$ cat src/rtl/bfpq_pkg.sv
package bfpq_pkg;

  localparam int FP_W      = 32;
  localparam int FP_EXP_W  = 8;
  localparam int FP_FRAC_W = 23;
  localparam int FP_SIG_W  = FP_FRAC_W + 1;

  // Decoded view of one single-precision word; zero covers denormals too.
  typedef struct packed {
    logic                sign;
    logic                zero;
    logic [FP_EXP_W-1:0] exp;
    logic [FP_SIG_W-1:0] sig;
  } fp_fields_t;

  typedef enum logic {
    ST_COLLECT = 1'b0,
    ST_DRAIN   = 1'b1
  } bfpq_state_e;

endpackage

$ cat src/rtl/bfpq_unpack.sv
module bfpq_unpack
  import bfpq_pkg::*;
(
  input  logic [FP_W-1:0] word,
  output fp_fields_t      fields
);

  logic [FP_EXP_W-1:0]  exp_field;
  logic [FP_FRAC_W-1:0] frac_field;

  always_comb begin
    exp_field   = word[FP_W-2 -: FP_EXP_W];
    frac_field  = word[FP_FRAC_W-1:0];
    fields.sign = word[FP_W-1];
    fields.zero = (exp_field == '0);
    fields.exp  = exp_field;
    // hidden one restored only for normal numbers
    fields.sig  = fields.zero ? '0 : {1'b1, frac_field};
  end

endmodule

$ cat src/rtl/bfpq_expmax.sv
module bfpq_expmax
  import bfpq_pkg::*;
(
  input  logic                clk,
  input  logic                rst_n,
  input  logic                clear,
  input  logic                upd,
  input  logic                zero_in,
  input  logic [FP_EXP_W-1:0] exp_in,
  output logic [FP_EXP_W-1:0] exp_max
);

  always_ff @(posedge clk or negedge rst_n) begin
    if (!rst_n) begin
      exp_max <= '0;
    end else if (clear) begin
      exp_max <= '0;
    end else if (upd && !zero_in && (exp_in > exp_max)) begin
      exp_max <= exp_in;
    end
  end

endmodule

$ cat src/rtl/bfpq_store.sv
module bfpq_store #(
  parameter int DEPTH = 8,
  parameter int W     = 32,
  parameter int IDX_W = 3
) (
  input  logic             clk,
  input  logic             wr_en,
  input  logic [IDX_W-1:0] wr_idx,
  input  logic [W-1:0]     wr_data,
  input  logic [IDX_W-1:0] rd_idx,
  output logic [W-1:0]     rd_data
);

  logic [W-1:0] mem [DEPTH];

  always_ff @(posedge clk) begin
    if (wr_en) begin
      mem[wr_idx] <= wr_data;
    end
  end

  assign rd_data = mem[rd_idx];

endmodule

$ cat src/rtl/bfpq_align_round.sv
module bfpq_align_round
  import bfpq_pkg::*;
#(
  parameter int MANT_W = 8
) (
  input  fp_fields_t          fields,
  input  logic [FP_EXP_W-1:0] shared_exp,
  output logic [MANT_W-1:0]   mant
);

  localparam int SIG_W   = FP_SIG_W;
  localparam int MAG_W   = MANT_W - 1;
  localparam int BASE_SH = SIG_W - MAG_W;
  localparam int SH_W    = FP_EXP_W + 2;
  localparam int MAG_MAX = (1 << MAG_W) - 1;

  logic [FP_EXP_W-1:0] diff;
  logic [SH_W-1:0]     sh;
  logic [SIG_W:0]      aligned;
  logic [SIG_W:0]      mag;
  logic [MAG_W-1:0]    mag_sat;

  always_comb begin
    diff    = shared_exp - fields.exp;
    sh      = SH_W'(BASE_SH) + SH_W'(diff);
    // one guard bit kept below the result; shifts past the width give zero
    aligned = {fields.sig, 1'b0} >> sh;
    mag     = {1'b0, aligned[SIG_W:1]} + (SIG_W+1)'(aligned[0]);
    mag_sat = (mag > (SIG_W+1)'(MAG_MAX)) ? MAG_W'(MAG_MAX) : mag[MAG_W-1:0];
    if (fields.zero) begin
      mant = '0;
    end else if (fields.sign) begin
      mant = MANT_W'(0) - {1'b0, mag_sat};
    end else begin
      mant = {1'b0, mag_sat};
    end
  end

endmodule

$ cat src/rtl/bfpq_quantizer.sv
module bfpq_quantizer
  import bfpq_pkg::*;
#(
  parameter int BLOCK_LEN = 8,
  parameter int MANT_W    = 8
) (
  input  logic                clk,
  input  logic                rst_n,
  input  logic                in_valid,
  output logic                in_ready,
  input  logic [FP_W-1:0]     in_data,
  output logic                out_valid,
  input  logic                out_ready,
  output logic [MANT_W-1:0]   out_mant,
  output logic [FP_EXP_W-1:0] out_exp,
  output logic                out_last
);

  localparam int               IDX_W    = (BLOCK_LEN > 1) ? $clog2(BLOCK_LEN) : 1;
  localparam logic [IDX_W-1:0] LAST_IDX = IDX_W'(BLOCK_LEN - 1);

  bfpq_state_e       state;
  logic [IDX_W-1:0]  idx;
  logic              in_fire;
  logic              out_fire;
  logic              at_last;
  logic [FP_W-1:0]   rd_word;
  fp_fields_t        in_fields;
  fp_fields_t        rd_fields;
  logic [FP_EXP_W-1:0] shared_exp;

  assign in_ready  = (state == ST_COLLECT);
  assign out_valid = (state == ST_DRAIN);
  assign in_fire   = in_valid && in_ready;
  assign out_fire  = out_valid && out_ready;
  assign at_last   = (idx == LAST_IDX);

  // one index serves both the fill and the replay
  always_ff @(posedge clk or negedge rst_n) begin
    if (!rst_n) begin
      state <= ST_COLLECT;
      idx   <= '0;
    end else begin
      case (state)
        ST_COLLECT: begin
          if (in_fire) begin
            if (at_last) begin
              idx   <= '0;
              state <= ST_DRAIN;
            end else begin
              idx <= idx + 1'b1;
            end
          end
        end
        ST_DRAIN: begin
          if (out_fire) begin
            if (at_last) begin
              idx   <= '0;
              state <= ST_COLLECT;
            end else begin
              idx <= idx + 1'b1;
            end
          end
        end
        default: state <= ST_COLLECT;
      endcase
    end
  end

  bfpq_unpack u_unpack_in (
    .word   (in_data),
    .fields (in_fields)
  );

  bfpq_expmax u_expmax (
    .clk     (clk),
    .rst_n   (rst_n),
    .clear   (out_fire && at_last),
    .upd     (in_fire),
    .zero_in (in_fields.zero),
    .exp_in  (in_fields.exp),
    .exp_max (shared_exp)
  );

  bfpq_store #(
    .DEPTH (BLOCK_LEN),
    .W     (FP_W),
    .IDX_W (IDX_W)
  ) u_store (
    .clk     (clk),
    .wr_en   (in_fire),
    .wr_idx  (idx),
    .wr_data (in_data),
    .rd_idx  (idx),
    .rd_data (rd_word)
  );

  bfpq_unpack u_unpack_rd (
    .word   (rd_word),
    .fields (rd_fields)
  );

  bfpq_align_round #(
    .MANT_W (MANT_W)
  ) u_round (
    .fields     (rd_fields),
    .shared_exp (shared_exp),
    .mant       (out_mant)
  );

  assign out_exp  = shared_exp;
  assign out_last = out_valid && at_last;

endmodule

$ cat config.mk
export PLATFORM = sky130hd
export DESIGN_NAME = bfpq_quantizer
export DESIGN_NICKNAME = d
export VERILOG_FILES = /design/src/rtl/bfpq_pkg.sv /design/src/rtl/bfpq_unpack.sv /design/src/rtl/bfpq_expmax.sv /design/src/rtl/bfpq_store.sv /design/src/rtl/bfpq_align_round.sv /design/src/rtl/bfpq_quantizer.sv
export SDC_FILE = /design/constraint.sdc
export NUM_CORES = 1
export LEC_CHECK = 0
export ABC_AREA = 1
export BUFFER_PORTS_ARGS = -buffer_cell sky130_fd_sc_hd__clkbuf_2
export CAP_MARGIN = 20
export CORE_MARGIN = 2
export CORE_UTILIZATION = 45
export CTS_BUF_LIST = sky130_fd_sc_hd__clkbuf_4 sky130_fd_sc_hd__clkbuf_8 sky130_fd_sc_hd__clkbuf_16
export DETAILED_ROUTE_END_ITERATION = 12
export HOLD_SLACK_MARGIN = 0.05
export SYNTH_ARGS = -nofsm -noshare
export SYNTH_HDL_FRONTEND = slang
export SYNTH_SLANG_ARGS = --single-unit
$ cat constraint.sdc
create_clock -name clk -period 8.4 [get_ports clk]
set_input_delay 0 -clock clk [delete_from_list [all_inputs] [get_ports clk]]
set_output_delay 0 -clock clk [all_outputs]
set_load 0.1 [all_outputs]
# Yosys cells after proc, flatten, opt, wreduce, memory -nomap -nowiden
# Memory sizes are Yosys's and may differ from the RTL's.
# Cells that the tools add are included.
# op_classes
addsub,5
n_lt_le_gt_ge,2
n_eq_ne,3
shifts,1
n_mux,17
n_bitwise,1
n_reduce_logical,11
# ops
op,n
8-bit 2-to-1 mux,4
24-bit by 1-bit adder with 25-bit output,1
25-bit by 7-bit > comparator with 1-bit output (second input constant),1
25-bit by 10-bit right shift with 25-bit output,1
24-bit 2-to-1 mux,1
8-bit logical NOT,2
5-bit by 8-bit adder with 9-bit output (first input constant),1
3-bit 2-to-1 mux,3
8-bit > comparator,1
1-bit by 7-bit subtractor with 8-bit output (first input constant),1
8-bit subtractor,1
7-bit 2-to-1 mux,1
1-bit logical AND,6
1-bit 2-to-1 mux,6
3-bit case mux with 2 select lines,1
2-bit by 1-bit inequality test with 1-bit output (second input constant),2
3-bit by 1-bit adder with 3-bit output (second input constant),1
3-bit == test (second input constant),1
1-bit case mux with 2 select lines,1
2-bit AND reduction,1
2-bit nonzero test,1
1-bit logical NOT,1
1-bit inverter,1
# totals
reg_bits,12
ram_bits,256
in_bits,36
elab_cells,44
mem_count,1
# memory_table
name,depth,width,rd,rd_ports_with_merged_regs,wr,line,source
u_store.mem,8,32,1,0,1,bfpq_store.sv:14,logic [W-1:0] mem [DEPTH];

# Longest topological paths before layout
# An unclocked memory read counts as a cell.
# logic_depth
word_depth,10
depth_mapped,38
mapped_depth_nobuf,37

# Cells and area by module
# Synthesis repeated with hierarchy kept, for this count alone.
# hier_totals
cells_unflattened,1582
hier_area_um2,13804.5
# by_module_without_submodules
module,instances,cells_each,area_per_inst_um2,seq_area_each_um2
bfpq_store,1,1124,11232.0,7687.4
bfpq_align_round,1,222,1126.1,0.0
bfpq_expmax,1,75,606.8,200.2
bfpq_unpack,2,65,302.8,0.0
bfpq_quantizer,1,31,234.0,100.1

# Worst setup path before layout
# No wires, ideal clock.
# synth_path
kind,reg2out
start,register idx[2]
end,output out_mant[6]
t_arrival_ns,5.399
path_slack_ns,3.001
path_stages_with_launch,33
path_buffers,2
path_cell_list,dfrtp_1 > buf_4 > nor2_2 > buf_2 > nand3_1 > nand2_1 > nor2_1 > inv_1 > ha_1 > inv_1 > fa_1 > nand3_1 > nand2_1 > xnor2_1 > nand2_1 > nand3b_1 > nor2_4 > inv_2 > nor2_1 > inv_1 > nor2_1 > a211oi_1 > o32ai_1 > ha_1 > ha_1 > nor2_1 > ha_1 > nand3_1 > nor2_1 > nand3_1 > nand3_1 > nand2_1 > nor2_1
# synth_via
elab_chain_len,10
word_cells_on_any_way,12
classes_between,4 x add/sub; 1 x order compare; 1 x shift; 4 x mux; 1 x reduce/logical; 1 x memory
# synth_lines
element,line,source
"start, declared",bfpq_quantizer.sv:23,logic [IDX_W-1:0] idx;
"start signal, assigned",bfpq_quantizer.sv:51,idx <= idx + 1'b1;
"start signal, assigned",bfpq_quantizer.sv:61,idx <= idx + 1'b1;
memory read 8 x 32 bit (*),-,
8-bit subtractor / 8-bit logical NOT (equally long branches),"bfpq_align_round.sv:24, bfpq_unpack.sv:15",
5-bit by 8-bit adder with 9-bit output / 24-bit 2-to-1 mux (equally long branches),"bfpq_align_round.sv:25, bfpq_unpack.sv:18",
25-bit by 10-bit right shift with 25-bit output,bfpq_align_round.sv:27,"aligned = {fields.sig, 1'b0} >> sh;"
24-bit by 1-bit adder with 25-bit output,bfpq_align_round.sv:28,"mag = {1'b0, aligned[SIG_W:1]} + (SIG_W+1)'(aligned[0]);"
25-bit by 7-bit > comparator with 1-bit output,bfpq_align_round.sv:29,mag_sat = (mag > (SIG_W+1)'(MAG_MAX)) ? MAG_W'(MAG_MAX) : mag[MAG_W-1:0];
7-bit 2-to-1 mux,bfpq_align_round.sv:29,
1-bit by 7-bit subtractor with 8-bit output,bfpq_align_round.sv:33,"mant = MANT_W'(0) - {1'b0, mag_sat};"
8-bit 2-to-1 mux,bfpq_align_round.sv:32,end else if (fields.sign) begin
8-bit 2-to-1 mux (*),bfpq_align_round.sv:30,if (fields.zero) begin
"end, declared",bfpq_quantizer.sv:14,"output logic [MANT_W-1:0] out_mant,"
# Mark *: on every way between the ends. The rest lies on a longest branch, timed or not.

# Worst setup path after layout
# Same ends and word-level chain as after synthesis.

==> qor.csv <==
stage;metric;value;unit
synthesis;mapped cell area;6900;sq um
synthesis;Post-synth top flop;edfxtp_1;
timing;max-slew violation count;0;
global_route;number of global-route vias before repair;4874;
clock_tree;clock sink total;140;
timing;Slew headroom;42.3;%
clock_tree;TritonCTS clock tree;built;
timing;Tcrit/Tclk final;70.9;%
floorplanning;chip height;128;um
global_route;first-pass GRT wire length;25400;um
synthesis;asr flop ratio synth;8.57;%
global_route;GRT overflow;0;
synthesis;Cells after Synth;692;
floorplanning;Initial Utilization;45.7;%
synthesis;simple logic cell fraction of the synthesized area;21.7;%
clock_tree;CTS max path bufs;2;
timing;Clock Skew;5.80;ps
synthesis;count leader, synth;nand2_1;
synthesis;Netlist cell types;42;
timing;fin crit period;5960;ps
routing;routed len/inst;16.5;um
hold_path;worst hold path type;input pin to flip-flop;
worst_setup_path;CP Class;flip-flop to primary output;
clock_tree;H-tree depth;4;
worst_setup_path;CP Launch Type;flip-flop;
synthesis;syn avg cell area;9.97;sq um
worst_setup_path;crit end category;primary output;
floorplanning;Die W;128;um
routing;Iter 0 DRT Violations;410;
worst_setup_path;cells on worst reg2reg path;4;
synthesis;Synth top cells by count;nand2_1 (146), edfxtp_1 (128), inv_1 (93), nand3_1 (72), nor2_1 (58);
placed_design;GPL Wtd Cong;0.838;
synthesis;post-synthesis adder-cell area fraction;3.92;%
synthesis;Synth Register Bits;140;
worst_setup_path;Max FO, Critical Path;10;
synthesis;XOR/XNOR Fraction of Synth Area;0.762;%
floorplanning;Die ar.;16300;sq um
timing;endpoints failing setup;0;
global_route;gr usage total;20.6;%
worst_setup_path;CP delay by family, top;simple AND/OR/NAND/NOR gates;
placed_design;I/O Buffers;38;
timing;slew at the pin with the worst max-slew slack;863;ps
floorplanning;Core Region;15100;sq um
worst_setup_path;max incr delay on CP;710;ps
floorplanning;IO Pins;55;
cells_and_area;Final Util;53.6;%
routing;drt first pass iters;5;
routing;via count;5050;
routing;DRC violations left;0;
worst_setup_path;slowest stage cell on the critical path;dfrtp_1;
worst_setup_path;beginning of the worst register-to-register path;idx[2];
timing;Fin Hold WS;284;ps
clock_tree;Post-CTS Resized;0;
synthesis;Mapped Nets;749;
synthesis;Synth top area share;55.7;%
synthesis;Post-synth EDFFs;128;
synthesis;main combinational cell family by area after synthesis;simple AND/OR/NAND/NOR gates;
clock_tree;clk root buf;clkbuf_16;
synthesis;mux share of post-synthesis cell area;0;%
job;Max Cap Viol;0;
timing;count of final hold-check violations;0;
synthesis;Synth Area in Compound Gates;6.86;%
cells_and_area;ant diodes;0;
global_route;pin count of the biggest net entering global routing;39;
worst_setup_path;R2R setup slack;5620;ps
timing;maximum clock frequency;168;MHz
worst_setup_path;CP Launch Point;idx[2];
synthesis;sequential share of the synthesized area;60.1;%
worst_setup_path;Crit path required time;8400;ps
routing;ANT nets after route;0;
worst_setup_path;stages on the worst setup path;32;
worst_setup_path;R2R Path End;u_store.mem[0][20];
placed_design;DP HPWL;10600;um
worst_setup_path;buffers and inverters on the worst path;6;
timing;RSZ-0062 raised after global routing;false;
global_route;initial antenna violation count;0;
cells_and_area;Layout area overhead;17.2;%
synthesis;YS warnings;0;
routing;routed wire length;15900;um
clock_tree;Clock Latency Late Sink;420;ps
cells_and_area;layout cells sized above 1;14.5;%
synthesis;Area contributors post-synth;edfxtp_1 (56%), nand2_1 (7.9%), nand3_1 (5.2%);
timing;TNS Setup;0;ps
status;outcome;finished, final reports clean;
cells_and_area;Nets;822;
worst_setup_path;crit path to;out_mant[6];
synthesis;Yosys top cell by area;edfxtp_1;
clock_tree;CTS buffer count;17;
clock_tree;CTS clk-pin slew, worst paths;60;ps
routing;Avg Vias per Cell;5.23;
worst_setup_path;crit path DAT;5960;ps
worst_setup_path;most frequent CP cell;nor2_1;
floorplanning;number of placement rows;45;
[state kept, by name, indices dropped and copies added (netlist names)]
name and flops:
idx 3, out_valid 1, u_expmax.exp_max 8, u_store.mem 128
[cell usage in the layout (no fill, tap or decap), drive strengths merged, types with 7 or more instances in the layout]
cell type,synthesis,layout
dfrtp,12,12
dlygate4sd3,0,19
nor3,10,10
o22ai,23,23
inv,103,103
a21oi,21,21
buf,9,9
clkbuf,3,58
nand2,150,150
nor2,71,71
or2,8,8
nand4,7,7
ha,20,20
clkinv,2,9
nand3,75,75
o21ai,26,26
edfxtp,128,128
[worst register-to-register path, delay by kind of cell (launching register included)]
family,cells,cell delay [ps]
flip-flops,1,590
buffers and inverters,1,340
AND/OR/NAND/NOR,3,1520
[area by class of cell]
class                      count  area, sq um
clock inverter                11          126
inverter                     105          394
timing repair buffer          66          448
tap                          188          235
clock buffer                  20          448
fill                        1315         7000
sequential                   140         4140
multi-input combinational    435         2290
[logic make-up (layout without fill, tap and decap cells)]
logic type,after synthesis,in the layout
AND/OR/NAND/NOR,326,326
buffers and inverters,117,202
AO/OA/AOI/OAI,82,82
XOR/XNOR,6,6
adder cells (fa/ha/maj),21,21
flip-flops,140,140
[worst min path at each step]
stage,startpoint,to,slack (ps),cells past startpoint
after floorplan,rst_n,idx[0],-300,0
after global placement,rst_n,out_valid,-70,1
after detailed placement,rst_n,out_valid,-70,1
after CTS,in_valid,out_valid,270,5
after global routing,in_valid,out_valid,310,5
final,in_valid,out_valid,280,5
[metrics by stage]
step / instance area [sq um] / setup WS, ps / cells
floorplan: 6900 / 3000 / 692
global placement: 7320 / 2970 / 915
detailed placement: 7320 / 2880 / 915
CTS: 8090 / 2390 / 965
global route: 8090 / 1830 / 965
finish: 8090 / 2440 / 965
[repair_timing]
| action | 4_1_cts | 5_1_grt |
|---|---|---|
| endpoints found under the hold margin | 149 | 0 |
| hold buffers | 19 | 0 |
| setup buffers | 0 | 0 |
[layer usage]
| metal | vias to the layer above | track usage (%) | wire [um] |
|---|---|---|---|
| met5 | - | 0 | 0 |
| met4 | 0 | 7.89 | 299 |
| met3 | 24 | 3.55 | 880 |
| met2 | 151 | 33.6 | 7430 |
| met1 | 2365 | 27.6 | 7300 |
| li1 | 2510 | - | - |
Power is not shown: default switching activity piles up to over one toggle a cycle in this logic, so the estimate is an artifact.
